### config.mk
export PLATFORM = sky130hd
export DESIGN_NAME = uart_rx_buffer
export DESIGN_NICKNAME = d
export VERILOG_FILES = /design/src/rtl/uart_rx_buffer.sv
export SDC_FILE = /design/constraint.sdc
export NUM_CORES = 1
export LEC_CHECK = 0
export BUFFER_PORTS_ARGS = -buffer_cell sky130_fd_sc_hd__buf_2
export CORE_ASPECT_RATIO = 1.1
export CORE_UTILIZATION = 59
export CTS_BUF_LIST = sky130_fd_sc_hd__clkbuf_4 sky130_fd_sc_hd__clkbuf_8 sky130_fd_sc_hd__clkbuf_16
export CTS_CLUSTER_DIAMETER = 80
export DETAILED_ROUTE_END_ITERATION = 8
export GPL_TIMING_DRIVEN = 0
export PLACE_DENSITY = 0.77
export SYNTH_ARGS = -nofsm -noshare
export SYNTH_HDL_FRONTEND = slang
export SYNTH_SLANG_ARGS = --single-unit
export TNS_END_PERCENT = 20
### constraint.sdc
create_clock -name clk -period 5.3 [get_ports clk]
set_input_delay 1.06 -clock clk [delete_from_list [all_inputs] [get_ports clk]]
set_output_delay 1.06 -clock clk [all_outputs]
set_load 0.01 [all_outputs]
### src/rtl/uart_rx_buffer.sv
module uart_rx_buffer #(
  parameter int DATA_W = 8,
  parameter int ERR_W  = 4,
  parameter int DEPTH  = 16,
  parameter int TRIG   = 1
) (
  input  logic                      clk,
  input  logic                      rst_n,
  input  logic                      push_valid,
  input  logic [DATA_W+ERR_W-1:0]   push_entry,
  input  logic                      break_evt,
  input  logic                      dr_read,
  input  logic                      stat_clr,
  input  logic                      fifo_en,
  input  logic                      loopback,
  output logic [DATA_W+ERR_W-1:0]   rd_data,
  output logic                      rx_empty,
  output logic                      rx_full,
  output logic [ERR_W-1:0]          rx_status,
  output logic                      rx_irq
);
  localparam int ENT_W   = DATA_W + ERR_W;
  localparam int PW      = $clog2(DEPTH);
  localparam int CW      = $clog2(DEPTH + 1);
  localparam int BRK_BIT = DATA_W + 2;
  localparam int OVR_BIT = DATA_W + 3;

  logic [ENT_W-1:0] mem [DEPTH];
  logic [PW-1:0]    rptr;
  logic [CW-1:0]    cnt;
  logic             fen_q;

  function automatic logic [PW-1:0] wrap(input logic [PW-1:0] p, input logic en);
    return en ? p : '0;
  endfunction

  wire             flush     = fifo_en != fen_q;
  wire [CW-1:0]    depth_eff = fen_q ? CW'(DEPTH) : CW'(1);
  wire             src       = (push_valid | break_evt) & ~loopback;
  wire [ENT_W-1:0] src_ent   = break_evt ? (ENT_W'(1) << BRK_BIT) : push_entry;
  wire             is_full   = cnt == depth_eff;
  wire             is_empty  = cnt == '0;
  wire             pop       = dr_read & ~is_empty;
  wire             take      = src & (~is_full | pop);
  wire             ovr       = src & is_full & ~pop;
  wire [PW-1:0]    wslot     = wrap(rptr + PW'(cnt), fen_q);
  wire [PW-1:0]    lslot     = wrap(rptr + PW'(cnt) - PW'(1), fen_q);
  wire [CW-1:0]    cnt_nx    = cnt - CW'(pop) + CW'(take);

  assign rd_data  = mem[rptr];
  assign rx_empty = is_empty;
  assign rx_full  = is_full;

  always_ff @(posedge clk or negedge rst_n) begin
    if (!rst_n) begin
      rptr      <= '0;
      cnt       <= '0;
      fen_q     <= 1'b0;
      rx_status <= '0;
      rx_irq    <= 1'b0;
      for (int i = 0; i < DEPTH; i++) mem[i] <= '0;
    end else if (flush) begin
      fen_q <= fifo_en;
      rptr  <= '0;
      cnt   <= '0;
    end else begin
      cnt <= cnt_nx;
      if (pop) rptr <= wrap(rptr + PW'(1), fen_q);
      if (take) mem[wslot] <= src_ent;
      if (ovr) mem[lslot][OVR_BIT] <= 1'b1;
      if (dr_read) rx_status <= rd_data[ENT_W-1:DATA_W];
      else if (stat_clr) rx_status <= '0;
      if (take && cnt_nx == CW'(TRIG)) rx_irq <= 1'b1;
      else if (dr_read && cnt_nx == CW'(TRIG - 1)) rx_irq <= 1'b0;
    end
  end
endmodule

### After elaboration in Yosys (flattened, before gate mapping)

Cells that the tools add are included.

| word-level totals | value |
|---|---|
| memories kept | 0 |
| bits in latches | 0 |
| bits of input ports | 20 |
| register bits after elaboration | 207 |
| ROM bits | 0 |
| bits in writable memories | 0 |
| output and inout bits | 19 |
| logic and storage cells | 84 |

| cells by class | value |
|---|---|
| bitwise gates (word level) | 16 |
| $add $sub $neg | 5 |
| $mul | 0 |
| multiplexer cells | 23 |
| div/mod/pow operators | 0 |
| $lt $le $gt $ge | 5 |
| shifts and indexed selects | 0 |
| reductions and logical operators | 11 |
| eq/ne operators | 3 |

Operator list:

| cell | number |
|---|---|
| 2-to-1 mux 192 bit | 3 |
| bitwise mux 192 bit | 1 |
| bitwise OR 192 bit | 1 |
| demux 12 bit (select 4 bit) | 2 |
| 2-to-1 mux 12 bit | 5 |
| binary-select mux 12 bit (select 4 bit) | 1 |
| 2-to-1 mux 4 bit | 7 |
| >= comparator 5 bit (second input constant) | 3 |
| inverter 4 -> 5 bit | 3 |
| zero test 5 bit | 2 |
| less-than comparator 5 x 1 -> 1 bit (second input constant) | 2 |
| 2-to-1 mux 5 bit | 2 |
| nonzero test 2 bit | 3 |
| adder 5 x 1 -> 5 bit | 1 |
| AND 1 bit | 5 |
| == test 5 x 1 -> 1 bit (second input constant) | 1 |
| == test 5 bit | 1 |
| inverter 1 bit | 5 |
| subtractor 5 x 1 -> 5 bit | 1 |
| adder 4 x 1 -> 4 bit (second input constant) | 1 |
| adder 4 bit | 1 |
| logical AND 1 bit | 4 |
| AND reduction 2 bit | 2 |
| subtractor 4 x 1 -> 4 bit (second input constant) | 1 |
| 3 further kinds | 5 |

### Depth between registers and ports, before layout

| depth | value |
|---|---|
| depth in word-level cells | 12 |
| depth in mapped cells | 17 |
| gate-level depth less buffers | 17 |

### Worst setup path after synthesis

Ideal clock, no wire load.

| timing path | value |
|---|---|
| kind | input to register |
| from | input break_evt |
| to | register rx_irq |
| cell stages on the path | 15 |
| setup slack | 1.554 ns |
| data required time | 5.201 ns |
| path buffers | 1 |
| arrival | 3.647 ns |
| setup time | 0.099 ns |
| cells stage by stage | clkbuf_1 > o21bai_1 > nor2_1 > inv_1 > ha_1 > inv_1 > ha_1 > inv_1 > fa_1 > nand2b_1 > a21oi_1 > nor3_1 > nor4b_1 > a21oi_1 > a311oi_1 |

| between the ends | value |
|---|---|
| longest elaborated chain between the ends | 8 |
| elaborated cells on any way between the ends | 11 |
| those cells by class | 1 x add/sub; 1 x eq/ne; 1 x mux; 3 x bitwise; 5 x reduce/logical |

RTL lines:

| item | RTL line | text |
|---|---|---|
| from (decl) | 11 | `input logic break_evt,` |
| bitwise OR 1 bit (*) | 39 | `wire src = (push_valid \| break_evt) & ~loopback;` |
| AND 1 bit (*) | 39 |  |
| AND 1 bit (*) | 44 | `wire take = src & (~is_full \| pop);` |
| adder 5 x 1 -> 5 bit | 48 | `wire [CW-1:0] cnt_nx = cnt - CW'(pop) + CW'(take);` |
| == test 5 x 1 -> 1 bit / zero test 5 bit (equally long branches) | 73, 74 |  |
| logical AND 1 bit (on tied branches) | 73, 74 |  |
| nonzero test 2 bit (no line) | -- |  |
| AND reduction 2 bit (no line) | -- |  |
| to (signal assigned) | 60 | `rx_irq <= 1'b0;` |
| to (signal assigned) | 73 | `if (take && cnt_nx == CW'(TRIG)) rx_irq <= 1'b1;` |
| to (signal assigned) | 74 | `else if (dr_read && cnt_nx == CW'(TRIG - 1)) rx_irq <= 1'b0;` |
| to (decl) | 20 | `output logic rx_irq` |

Every way passes the cells marked *; elsewhere a longest branch is shown, timed or not.
A chain may end at the register's enable or synchronous reset.

### Worst setup path after layout

| timing path | value |
|---|---|
| from | register rptr[1] |
| to | output rd_data[7] |

| between the ends | value |
|---|---|
| longest elaborated chain between the ends | 4 |

RTL lines:

| item | RTL line | text |
|---|---|---|
| from (decl) | 29 | `logic [PW-1:0] rptr;` |
| from (signal assigned) | 68 | `if (pop) rptr <= wrap(rptr + PW'(1), fen_q);` |
| inverter 4 -> 5 bit (implied by the code) | 50 | `assign rd_data = mem[rptr];` |
| binary-select mux 12 bit (select 4 bit) | 50 |  |
| 2-to-1 mux 12 bit (implied by the code) (2 in series) | 50 |  |
| to (decl) | 16 | `output logic [DATA_W+ERR_W-1:0] rd_data,` |

No other way between the ends. The select of a mux whose other input is x is not followed.

==> results.md <==
* Post-CTS Setup Bufs at 0
* Register bit count reported by yosys at 207
* Post-DR wirelength/cell at between 20 and 25 um
* Post-synth EDFFs at 0
* Core region area at 16600 um^2
* Grt total ovfl at 0
* Class of the worst hold path: reg2reg
* Async SR Flop Fraction at 1.00
* Metal3 WL at between 2000 and 2500 um
* Antenna violations before repair at 0
* H-tree lvl count at 1
* Critical path fanouts, max at 10
* Via density at 6.63
* Slew HR at 0.351
* TritonCTS buffer count at 22
* Post-synth top area cell: dfrtp_1
* Synth Flop Type: dfrtp_1
* Outcome: complete, no violations
* Slowest stage delay, CP at approximately 740 ps
* DIE WIDTH at between 100 and 150 um
* Root Buffer: clkbuf_16
* HPWL Detailed at 17800 um
* Minimum clock period at about 4400 ps
* Worst setup path class: reg2out
* Synth top area share at 0.513
* Leak pwr at 5.03 nW
* Wire length on met1 at between 10000 and 15000 um
* Post-synth cell types at 60
* Crit-path slowest cell: clkbuf_1
* Die ar. at 17600 um^2
* Tot GR Track Use at 0.329
* Max Fclk at 0.230 GHz
* # IOs at 39
* # rows at 49
* Layout fillers at 1206
* Iteration count of the initial detailed-routing pass at 5
* Worst vdd ir at 0.000326 V
* Commonest non-fill, non-tap cell in the layout: dfrtp_1
* RSZ-0062 raised after global routing: false
* Syn_nets at about 870
* Met2 Wirelength at 13000 um
* Initial DRC Count at between 600 and 700
* Sequential share of the synthesized area at 0.513
* Area delta synth->final at 11.8%
* Diodes inserted at 0
* Max Root-Sink Buffers at 3
* DP Cell Count at ~1100
* Final net count at around 930
* Post-Place Setup Slack at 711 ps
* Sum Neg Setup Slack at 0 ps
* CTS-repair resized insts at 0
* Critical Path, Cell by Cell: clkbuf_1 -> clkbuf_1 -> mux4_2 -> mux4_2 -> buf_2
* Vias in the first global route at approximately 7400
* Maxcap violations at 0
* Initial Util at 0.610
* GPL Wtd Cong at just over 0.9
* Synth warn at 0
* CTS tree: done
* Die Ht at approximately 140 um
* Reg clk slew, reported paths at around 60 ps
* Via count at between 7000 and 8000
* Design Power at between 5 and 6 mW
* Largest net degree at the start of global routing at ~110
* Mean Syn Cell Area at ~12 um^2
* IO Port Bufs at 35
* Clock latency on the worst-skew pair at 510 ps
* Final slew viol count at 0
* Top Layer Used: met4
* Fin crit share at 0.821
* Data required time of the worst path at 4240 ps
* Worst clock skew at 14.3 ps
* Worst slew pin tran at 974 ps
* Setup violations, final at 0
* Non-Filler Instances at 1114
* Final WS setup at 948 ps
* Fin util at 0.682
* Most frequent cells in the layout: 207 x dfrtp_1, 125 x nand2_1, 106 x o21ai_0
* First-pass GRT wire length at around 43000 um
* Synthesized cell area at 10100 um^2
* WL final at between 20000 and 30000 um
* # hold bufs at CTS at 0
* CP Launch Type: register
* Clock sink count at approximately 210
* Fin. Hold Viols at 0
* Mapped Cells at between 800 and 900
* Critical path endpoint category: primary output
* Pwr per Cell Area at approximately 450 nW/um^2
* Most area-consuming cells after synthesis: dfrtp_1 51%, mux4_2 12%, mux2_2 5.6%, o21ai_0 5.3%, nand2_1 4.6%
* Antenna Nets Post-Route at 0
* DRC viols at 0
* Layout cell share with drive strength beyond 1 at 0.252
* Worst Path Arrival at between 3000 and 4000 ps
## where the power goes
group          internal (mW)  leakage [nW]  total (mW)  switching [mW]
Combinational          0.666          1.85        1.40           0.738
Clock                  0.888         0.352        1.53           0.646
Sequential              1.91          2.84        2.10           0.196
Total                   3.46          5.03        5.04            1.58
## routing by layer
metal / vias up / track usage
met1: 3811 / 0.446
met5: - / 0
met3: 90 / 0.0777
met4: 0 / 0.135
met2: 339 / 0.516
li1: 3142 / -
## metrics by stage
stage                     area [um^2]  hold WS [ps]
after floorplan                 10100           445
after global placement          10500           457
after detailed placement        10600           464
after CTS                       11300           478
after global routing            11300           502
final                           11300           478
## cell type report
type                            instances  area, um^2  share of cell area
Buffer                                 57         273              0.0241
Multi-Input combinational cell        557        4600               0.407
Sequential cell                       207        5180               0.459
Clock buffer                           31         673              0.0596
Tap cell                              204         255              0.0226
Clock inverter                          8        53.8             0.00476
Timing Repair Buffer                   36         213              0.0188
Inverter                               14        52.6             0.00465
## critical path, delay by kind of cell (launching register included)
kind | cells | cell delay (ps)
buffers and inverters | 3 | 1460
DFF | 1 | 380
muxes | 2 | 940
## cell usage after synthesis (9+ instances only)
cell        n
dfrtp_1   207
nand2_1   125
o21ai_0   106
mux4_2     56
mux2_2     50
clkbuf_1   37
mux2_4     21
nor2_1     21
a21oi_1    18
inv_1      14
nand2b_1   14
nor2b_1    14
buf_2      11
ha_1       11
nand3_1    11
mux2i_1     9
## path summary, 6_finish.rpt
| check | from | to | slack (ps) | cells past startpoint |
|---|---|---|---|---|
| setup / recovery | rptr[1] | rd_data[7] | 950 | 5 |
| hold / removal | register | register | 480 | 2 |
| setup reg to reg | rptr[1] | register | 1260 | 10 |
| hold reg to reg | register | register | 480 | 2 |
| max in group asynchronous | rst_n | async pin | 3680 | 2 |
| min in group asynchronous | rst_n | async pin | 600 | 1 |
## cell families (layout without fill, tap and decap cells)
group / after synthesis / after routing / share of synthesized area
fa+ha+maj: 13 / 13 / 0.0176
simple gates: 226 / 226 / 0.105
flops: 207 / 207 / 0.513
xor+xnor: 11 / 11 / 0.0121
compound gates: 170 / 170 / 0.0985
mux: 137 / 137 / 0.222
buf+inv: 71 / 146 / 0.0322
(Power assumes the default switching activity.)
